[src/rtl/twcfg_pkg.sv]
package twcfg_pkg;

    localparam int REG_W     = 8;
    localparam int NREG      = 8;
    localparam int BANK_W    = REG_W * NREG;
    localparam int REG_IDX_W = $clog2(NREG);
    localparam int HDR_BYTES = 3;
    localparam int IDX_W     = $clog2(HDR_BYTES + NREG + 1);
    localparam int BIT_CNT_W = $clog2(REG_W);

    localparam logic [IDX_W-1:0]     FIRST_DATA_SLOT = IDX_W'(HDR_BYTES);
    localparam logic [IDX_W-1:0]     OVERFLOW_SLOT   = IDX_W'(HDR_BYTES + NREG);
    localparam logic [BIT_CNT_W-1:0] LAST_BIT        = BIT_CNT_W'(REG_W - 1);

    typedef enum logic [2:0] {
        ST_IDLE,
        ST_BITS,
        ST_ACK_WAIT,
        ST_ACK,
        ST_IGNORE
    } rx_state_e;

    typedef struct packed {
        logic start;
        logic stop;
        logic rise;
        logic fall;
        logic sda;
    } bus_evt_t;

    typedef struct packed {
        logic                 valid;
        logic [REG_IDX_W-1:0] idx;
        logic [REG_W-1:0]     data;
    } reg_wr_t;

    function automatic logic is_data_slot(input logic [IDX_W-1:0] slot);
        return (slot >= FIRST_DATA_SLOT) && (slot < OVERFLOW_SLOT);
    endfunction

    function automatic logic [REG_IDX_W-1:0] slot_to_reg(input logic [IDX_W-1:0] slot);
        return REG_IDX_W'(slot - FIRST_DATA_SLOT);
    endfunction

    function automatic logic [REG_W-1:0] clear_reserved(input logic [REG_W-1:0] value,
                                                        input logic [REG_W-1:0] mask);
        return value & ~mask;
    endfunction

endpackage

[src/rtl/twcfg_line_sync.sv]
module twcfg_line_sync
    import twcfg_pkg::*;
#(
    parameter int STAGES = 2
) (
    input  logic     clk,
    input  logic     rst,
    input  logic     scl_i,
    input  logic     sda_i,
    output bus_evt_t evt
);

    logic [STAGES-1:0] scl_pipe;
    logic [STAGES-1:0] sda_pipe;
    logic              scl_q;
    logic              sda_q;
    logic              scl_now;
    logic              sda_now;

    // Idle bus is high on both lines, so reset to ones.
    always_ff @(posedge clk) begin
        if (rst) begin
            scl_pipe <= '1;
            sda_pipe <= '1;
            scl_q    <= 1'b1;
            sda_q    <= 1'b1;
        end else begin
            scl_pipe <= {scl_pipe[STAGES-2:0], scl_i};
            sda_pipe <= {sda_pipe[STAGES-2:0], sda_i};
            scl_q    <= scl_now;
            sda_q    <= sda_now;
        end
    end

    assign scl_now = scl_pipe[STAGES-1];
    assign sda_now = sda_pipe[STAGES-1];

    always_comb begin
        evt.rise  = scl_now & ~scl_q;
        evt.fall  = ~scl_now & scl_q;
        evt.start = scl_now & scl_q & sda_q & ~sda_now;
        evt.stop  = scl_now & scl_q & ~sda_q & sda_now;
        evt.sda   = sda_now;
    end

endmodule

[src/rtl/twcfg_frame_seq.sv]
module twcfg_frame_seq
    import twcfg_pkg::*;
#(
    parameter logic [REG_W-1:0] DEV_ADDR = 8'hD2
) (
    input  logic      clk,
    input  logic      rst,
    input  bus_evt_t  evt,
    output reg_wr_t   wr,
    output logic      drive_low,
    output rx_state_e state
);

    logic [BIT_CNT_W-1:0] bit_cnt;
    logic [REG_W-1:0]     shreg;
    logic [IDX_W-1:0]     slot;

    always_ff @(posedge clk) begin
        if (rst) begin
            state     <= ST_IDLE;
            bit_cnt   <= '0;
            shreg     <= '0;
            slot      <= '0;
            drive_low <= 1'b0;
            wr        <= '0;
        end else begin
            wr.valid <= 1'b0;
            if (evt.start) begin
                // START or repeated START: frame restarts at the address byte
                state     <= ST_BITS;
                bit_cnt   <= '0;
                slot      <= '0;
                drive_low <= 1'b0;
            end else if (evt.stop) begin
                state     <= ST_IDLE;
                bit_cnt   <= '0;
                slot      <= '0;
                drive_low <= 1'b0;
            end else begin
                case (state)
                    ST_BITS: begin
                        if (evt.rise) begin
                            shreg <= {shreg[REG_W-2:0], evt.sda};
                            if (bit_cnt == LAST_BIT) begin
                                bit_cnt <= '0;
                                state   <= ST_ACK_WAIT;
                            end else begin
                                bit_cnt <= bit_cnt + 1'b1;
                            end
                        end
                    end
                    ST_ACK_WAIT: begin
                        if (evt.fall) begin
                            if ((slot == '0) && (shreg != DEV_ADDR)) begin
                                state <= ST_IGNORE;
                            end else begin
                                drive_low <= 1'b1;
                                state     <= ST_ACK;
                            end
                        end
                    end
                    ST_ACK: begin
                        if (evt.fall) begin
                            drive_low <= 1'b0;
                            if (is_data_slot(slot)) begin
                                wr.valid <= 1'b1;
                                wr.idx   <= slot_to_reg(slot);
                                wr.data  <= shreg;
                            end
                            if (slot != OVERFLOW_SLOT) begin
                                slot <= slot + 1'b1;
                            end
                            state <= ST_BITS;
                        end
                    end
                    default: begin
                        // ST_IDLE and ST_IGNORE wait for the next START
                    end
                endcase
            end
        end
    end

endmodule

[src/rtl/twcfg_reg_bank.sv]
module twcfg_reg_bank
    import twcfg_pkg::*;
#(
    parameter logic [BANK_W-1:0] DEFAULTS  = '0,
    parameter logic [BANK_W-1:0] RSVD_MASK = '0
) (
    input  logic              clk,
    input  logic              rst,
    input  reg_wr_t           wr,
    output logic [BANK_W-1:0] bank
);

    for (genvar i = 0; i < NREG; i++) begin : g_reg
        logic [REG_W-1:0] value;

        always_ff @(posedge clk) begin
            if (rst) begin
                value <= DEFAULTS[i*REG_W +: REG_W];
            end else if (wr.valid && (wr.idx == REG_IDX_W'(i))) begin
                value <= clear_reserved(wr.data, RSVD_MASK[i*REG_W +: REG_W]);
            end
        end

        assign bank[i*REG_W +: REG_W] = value;
    end

endmodule

[src/rtl/twcfg_rx.sv]
module twcfg_rx
    import twcfg_pkg::*;
#(
    parameter logic [REG_W-1:0]  DEV_ADDR    = 8'hD2,
    parameter int                SYNC_STAGES = 2,
    parameter logic [BANK_W-1:0] DEFAULTS    = 64'hF0FF_FFFF_FFFF_FF3C,
    parameter logic [BANK_W-1:0] RSVD_MASK   = 64'h0F00_0000_0000_0080
) (
    input  logic              clk,
    input  logic              rst,
    input  logic              scl_i,
    input  logic              sda_i,
    output logic              sda_drive_low,
    output logic [BANK_W-1:0] cfg_bank
);

    bus_evt_t  evt;
    reg_wr_t   wr;
    rx_state_e fsm_state;

    twcfg_line_sync #(
        .STAGES (SYNC_STAGES)
    ) u_sync (
        .clk   (clk),
        .rst   (rst),
        .scl_i (scl_i),
        .sda_i (sda_i),
        .evt   (evt)
    );

    twcfg_frame_seq #(
        .DEV_ADDR (DEV_ADDR)
    ) u_seq (
        .clk       (clk),
        .rst       (rst),
        .evt       (evt),
        .wr        (wr),
        .drive_low (sda_drive_low),
        .state     (fsm_state)
    );

    twcfg_reg_bank #(
        .DEFAULTS  (DEFAULTS),
        .RSVD_MASK (RSVD_MASK)
    ) u_bank (
        .clk  (clk),
        .rst  (rst),
        .wr   (wr),
        .bank (cfg_bank)
    );

endmodule

[config.mk]
export PLATFORM = sky130hd
export DESIGN_NAME = twcfg_rx
export DESIGN_NICKNAME = d
export VERILOG_FILES = /design/src/rtl/twcfg_pkg.sv /design/src/rtl/twcfg_line_sync.sv /design/src/rtl/twcfg_frame_seq.sv /design/src/rtl/twcfg_reg_bank.sv /design/src/rtl/twcfg_rx.sv
export SDC_FILE = /design/constraint.sdc
export NUM_CORES = 1
export LEC_CHECK = 0
export ABC_CLOCK_PERIOD_IN_PS = 4000
export CAP_MARGIN = 40
export CORE_UTILIZATION = 56
export DETAILED_ROUTE_END_ITERATION = 7
export PLACE_DENSITY = 0.84
export SETUP_SLACK_MARGIN = 0.02
export SYNTH_ARGS = -nofsm -noshare
export SYNTH_HDL_FRONTEND = slang
export SYNTH_HIERARCHICAL = 1
export SYNTH_SLANG_ARGS = --single-unit
[constraint.sdc]
create_clock -name clk -period 4 [get_ports clk]
set_input_delay 0.4 -clock clk [delete_from_list [all_inputs] [get_ports clk]]
set_output_delay 0.4 -clock clk [all_outputs]
set_load 0.01 [all_outputs]
==> qor.json, run 1 <==
{
  "synth-seq-cells": 96,
  "setup.worst_path.start": "u_sync/sda_pipe[1]$_SDFF_PP1_",
  "holdCritStartpoint": "rst",
  "level_count_of_the_clock_h_tree": 3,
  "setup_viol": 0,
  "chipWidth_um": 86.1,
  "detail_route.iter0.violations": 165,
  "fmax_mhz": 534,
  "final.setup_skew_ns": 0.0127,
  "layout.cells.most_common_list": "96 x dfxtp_1, 68 x mux2i_1, 63 x nor2_1",
  "first_pass_detailed_route_iteration_total": 5,
  "multi_input_area_um2": 1840,
  "max-slew-margin-rel": 0.411,
  "cellPowerDensity_nw_per_um2": 365,
  "pre_cts_ws_ns": 2.01,
  "syn2layout_area_growth_pct": 20.7,
  "worst_setup_path_start_kind": "flip-flop",
  "min_path_type": "input pin to flip-flop",
  "clockRootBuffer": "clkbuf_8",
  "ys_flop_type": "dfxtp_1",
  "total_leakage_power_nw": 2.06,
  "tritoncts.num_buffers": 9,
  "avgRoutedWirePerCell_um": 15.0,
  "grt_antenna_before_repair": 0,
  "viasPerCell": 5.37,
  "rows": 30,
  "power.ir.vdd_worst_mv": 0.367,
  "busiest_layer": "met2",
  "netlist_area_um2": 3960,
  "drive_above_1_share": 0.0644,
  "yosysWarningCount": 6,
  "clock_path_buffers": 2,
  "mostFrequentLayoutCell": "dfxtp_1",
  "gp_congestion": 0.759,
  "rsz0062_at_grt": "false",
  "antenna_cells": 0,
  "placement.io_buffers": 63,
  "groute.layer.met3.usage": 0.0414,
  "first_global_vias": 2686,
  "cells_after_synth": 395,
  "routed_wirelength_um": 8220,
  "tritoncts": "done",
  "m1_gr_usage": 0.313,
  "fill_cells": 515,
  "outcome": "complete, no violations",
  "drcViolationCount": 0,
  "worst_hold_slack_ns": 0.333,
  "sequential_cell_area_um2": 1920,
  "synth_unique_cells": 43,
  "dp_hpwl_um": 5680,
  "timing_worst_setup_path_type": "flip-flop to flip-flop",
  "grt_overflow": 0,
  "tightestPinTransition_ns": 0.884,
  "finalHoldViolations": 0,
  "min_period_ns": 1.87,
  "post-route-period-util": 0.468,
  "nets": 453,
  "syn_area_per_cell_um2": 10.0,
  "clk_transition_reported_paths_ns": 0.10,
  "seq_area_frac_synth": 0.485,
  "fp.dieArea_um2": 7410,
  "post-cts-setup-buffers": 0,
  "timing_max_transition_violations_final": 0,
  "cts-hold-fix-buffers": 0,
  "ioPinCount": 69,
  "timing.reg2reg.worst_path_depth": 4,
  "async_flop_share": 0,
  "cp_data_arrival_time_ns": 2.13,
  "grt_first_pass_wirelength_um": 13200,
  "cap_violations": 0,
  "antenna_left": 0,
  "worst_skew_pair.late_latency_ns": 0.37,
  "floorplan.initialDensity": 0.583,
  "cts-resized-gates": 0,
  "finalSetupTns_ns": 0,
  "synth_enable_flop_cells": 0,
  "die-height_um": 86.1,
  "largest_net_degree_at_the_start_of_global_routing": 101,
  "critical_path.max_fanout": 12,
  "worst_ep_required_time_ns": 4.26,
  "globalRouteTotalUtil": 0.231,
  "final_critical_path_setup_slack_ns": 2.13,
  "worstReg2RegStart": "u_sync/sda_pipe[1]$_SDFF_PP1_",
  "core-area_um2": 6790,
  "hold_depth": 2,
  "cts_sinks": 96,
  "setup.worst_path.end_class": "flip-flop",
  "use_met2": 0.371,
  "route.vias.total": 2933
}
final timing paths:
path,to,slack [ns]
worst max register to register,u_seq/wr[10]$_SDFFE_PP0P_,2.13
worst max-delay path,u_seq/wr[10]$_SDFFE_PP0P_,2.13
worst min register to register,u_sync/sda_pipe[1]$_SDFF_PP1_,0.42
worst min-delay path,u_sync/sda_q$_SDFF_PP1_,0.33
critical path, stage by stage (launching register included):
cell     delay, ns
dfxtp_1       0.37
and4b_1       0.27
nor2_2        0.36
and4_4        0.42
mux2_2        0.35
cells in the mapped netlist, drive strengths merged (2+ instances only):
cell type / instances / area share
nor3: 2 / 0.0025
nand3b: 2 / 0.0038
dfxtp: 96 / 0.49
inv: 5 / 0.0047
nand2: 5 / 0.0047
a21oi: 17 / 0.021
nand3: 12 / 0.015
ha: 4 / 0.013
mux2i: 68 / 0.17
a2111oi: 2 / 0.0060
or3: 6 / 0.0095
nor2: 66 / 0.064
nor2b: 5 / 0.0079
nand4bb: 5 / 0.014
or2: 7 / 0.011
nand2b: 24 / 0.038
buf: 20 / 0.039
clkbuf: 10 / 0.0095
nand4b: 4 / 0.0088
nor4b: 2 / 0.0098
and4b: 4 / 0.010
o21ai: 15 / 0.019
final cells by class:
class                           count  share of cell area
Sequential cell                    96               0.402
Multi-Input combinational cell    268               0.385
Timing Repair Buffer               65               0.134
Clock buffer                        9              0.0259
Tap cell                           96              0.0251
Clock inverter                      7              0.0236
Inverter                            5             0.00393
metrics by stage:
stage          power [mW]  cell area (um^2)  instances   util
3_5_place_dp         1.03              4540        530  0.669
5_1_grt              1.80              4780        546  0.703
2_1_floorplan        1.02              3970        399      -
3_3_place_gp         1.03              4540        530  0.669
6_report             1.74              4780        546  0.703
4_1_cts              1.75              4780        546  0.703
flip-flops by register name, summed over array words and instances (netlist names):
name             cells
u_sync/scl_pipe      2
u_bank/g.value      59
u_seq/state          3
u_seq/shreg          8
u_sync/sda_q         1
u_sync/sda_pipe      2
u_seq/bit_cnt        3
u_seq/drive_low      1
u_sync/scl_q         1
u_seq/slot           4
u_seq/wr            12
per-layer routing:
layer  up-vias  wire (um)
met3         9        332
met5         -          0
met2        63       4010
met1      1415       3790
met4         0         84
li1       1446          -
report_power, final:
group / switching (mW) / total [mW] / internal, mW
clock network: 0.367 / 0.734 / 0.366
registers: 0.00234 / 0.960 / 0.958
logic: 0.0358 / 0.0498 / 0.0140
cells by family after synthesis:
family / synth area share
XOR/XNOR: 0.00221
AND/OR/NAND/NOR: 0.216
flip-flops: 0.485
AO/OA/AOI/OAI: 0.0550
multiplexers: 0.175
other: 0.000947
buffers and inverters: 0.0534
adder cells (fa/ha/maj): 0.0126
No activity file was read; power rests on OpenSTA's default activity.
==> run 2, diff against run 1 <==
- ABC_CLOCK_PERIOD_IN_PS: 4000 -> 1600
- CORE_UTILIZATION: 56 -> 47
- PLACE_DENSITY: 0.84 -> 0.75
- clock period: 4 -> 1.6 ns (I/O delays scaled with it)
==> run 2 against run 1 <==
Hold slack lost 0.18 ns; final area grew 5.3%; sequential power increased by 150%; sequential share of layout area fell by 1.9 points; register-to-register slack got worse by 2.1 ns; non-clock buffer count grew 27; global-route usage shrank 3.0 points; critical path type unchanged.
==> qor.json, run 2 (synthesis results as in run 1) <==
{
  "min_period_ns": 1.55,
  "avgRoutedWirePerCell_um": 14.7,
  "gp_congestion": 0.763,
  "power.ir.vdd_worst_mv": 0.685,
  "placement.cell_area_um2": 4790,
  "cap_violations": 0,
  "power_report.internal_total_mw": 3.06,
  "clockRootBuffer": "clkbuf_8",
  "drcViolationCount": 0,
  "floorplan.initialDensity": 0.484,
  "p_clk_frac": 0.367,
  "m1_gr_usage": 0.266,
  "largest_reg_flops": 59,
  "fmax_mhz": 644,
  "setup.worst_path.end_class": "flip-flop",
  "worst_setup_path_start_kind": "flip-flop",
  "fill_cells": 679,
  "finalHoldViolations": 0,
  "timing_max_transition_violations_final": 0,
  "worstHoldEndpoint": "u_sync/sda_q$_SDFF_PP1_",
  "post-route-period-util": 0.971,
  "routed_wirelength_um": 8550,
  "grt_antenna_before_repair": 0,
  "cts-hold-fix-buffers": 0,
  "ioPinCount": 69,
  "timing_worst_setup_path_type": "flip-flop to flip-flop",
  "hold_depth": 2,
  "viasPerCell": 5.24,
  "p_seq_frac": 0.590,
  "outcome": "complete, no violations",
  "mostFrequentLayoutCell": "dfxtp_1",
  "use_met2": 0.335,
  "level_count_of_the_clock_h_tree": 3,
  "cp_data_arrival_time_ns": 1.79,
  "layout.cells.most_common_list": "92 x dfxtp_1, 68 x mux2i_1, 63 x nor2_1",
  "r2r_end": "u_seq/state[0]$_SDFFE_PP0P_",
  "grt_overflow": 0,
  "timing.reg2reg.worst_path_depth": 5,
  "fp.dieArea_um2": 8790,
  "chipWidth_um": 93.8,
  "ff2ff_setup_slack_ns": 0.05,
  "final_design_area_no_fill_um2": 5030,
  "setup_viol": 0,
  "syn2layout_area_growth_pct": 27.1,
  "tightestPinTransition_ns": 0.590,
  "busiest_layer": "met2",
  "critical_path.max_fanout": 5,
  "layout_top_registers": "u_bank/g.value (59), u_seq/wr (12), u_seq/shreg (8)",
  "antenna_cells": 0,
  "holdCritStartpoint": "rst",
  "tritoncts": "done",
  "power.share.combinational": 0.043,
  "power.net_switching_mw": 1.01,
  "max-slew-margin-rel": 0.604,
  "min_path_type": "input pin to flip-flop",
  "first_pass_detailed_route_iteration_total": 4,
  "grt_first_pass_wirelength_um": 13900,
  "cts_sinks": 96,
  "worstReg2RegStart": "u_seq/slot[0]$_SDFFE_PP0P_",
  "detail_route.iter0.violations": 134,
  "rows": 33,
  "route.vias.total": 3050,
  "final_util": 0.616,
  "final.setup_skew_ns": 0.0171,
  "cellPowerDensity_nw_per_um2": 809,
  "drive_above_1_share": 0.145,
  "die-height_um": 93.8,
  "clock_path_buffers": 2,
  "power.share.switching": 0.248,
  "clk_transition_reported_paths_ns": 0.09,
  "globalRouteTotalUtil": 0.201,
  "antenna_left": 0,
  "nets": 480,
  "worst_hold_slack_ns": 0.155,
  "core-area_um2": 8180,
  "largest_register": "u_bank/g.value",
  "worst_skew_pair.late_latency_ns": 0.36,
  "total_leakage_power_nw": 2.18,
  "groute.layer.met3.usage": 0.0316,
  "tritoncts.num_buffers": 9,
  "dp_hpwl_um": 6020,
  "largest_net_degree_at_the_start_of_global_routing": 29,
  "first_global_vias": 2815,
  "rsz0062_at_grt": "true",
  "placement.io_buffers": 63,
  "worst_ep_required_time_ns": 1.84
}
-- run 2: cell count changes in the layout (fill, tap and decap cells not counted), moves of 4 or more --
cell,previous run,this run
o21ai_1,1,6
dfxtp_2,0,4
buf_4,2,25
o21ai_0,14,8
dfxtp_1,96,92
-- run 2: worst max path at each step --
stage / startpoint / endpoint / slack (ns) / cells past startpoint
final: u_seq/slot[0]$_SDFFE_PP0P_ / u_seq/state[0]$_SDFFE_PP0P_ / 0.05 / 5
after global routing: u_sync/scl_q$_SDFF_PP1_ / u_seq/wr[10]$_SDFFE_PP0P_ / -0.02 / 4
after CTS: u_sync/scl_q$_SDFF_PP1_ / u_seq/wr[10]$_SDFFE_PP0P_ / 0.04 / 4
after detailed placement: u_seq/slot[0]$_SDFFE_PP0P_ / u_seq/wr[10]$_SDFFE_PP0P_ / 0.02 / 4
after global placement: u_seq/slot[0]$_SDFFE_PP0P_ / u_seq/wr[10]$_SDFFE_PP0P_ / 0.1 / 4
after floorplan: u_sync/sda_pipe[1]$_SDFF_PP1_ / u_seq/wr[10]$_SDFFE_PP0P_ / 0.04 / 4
-- run 2: repair_timing --
item	CTS	global route
pin swaps	0	1
setup endpoints to repair	1	23
resized for setup	1	21
hold endpoints to repair	0	0
buffers inserted	0	1
-- run 2: layer usage --
metal	vias to the layer above	wire length, um
met1	1475	3980
met5	-	0
met2	56	4210
met4	0	97
met3	10	260
li1	1509	-
-- run 2: cell type report --
cell class / count / area, um^2 / area share
clock inverter: 7 / 61.3 / 0.0122
sequential: 96 / 1930 / 0.383
multi-input combinational: 268 / 1890 / 0.375
tap: 105 / 131 / 0.0261
inverter: 5 / 18.8 / 0.00373
timing repair buffer: 92 / 885 / 0.176
clock buffer: 9 / 124 / 0.0246
-- run 2: stage by stage --
step	instances	setup WS [ns]	setup TNS, ns	power [mW]
CTS	581	0.0361	0	4.10
floorplan	399	0.0441	0	2.56
global route	582	-0.0151	-0.0151	4.23
global placement	565	0.0983	0	2.62
finish	582	0.0472	0	4.07
detailed placement	565	0.0188	0	2.62
-- run 2: worst max-delay path, stage by stage, from the launching register on --
cell,delay (ns)
dfxtp_2,0.35
inv_1,0.08
ha_1,0.16
or4b_2,0.59
a21oi_1,0.16
o32ai_1,0.11
-- run 2: power by group through the flow --
stage	combinational, mW	clock [mW]	sequential, mW
finish	0.175	1.50	2.40
floorplan	0.107	0	2.45
global placement	0.166	0	2.46
CTS	0.169	1.53	2.40
global route	0.190	1.64	2.40
detailed placement	0.167	0	2.46
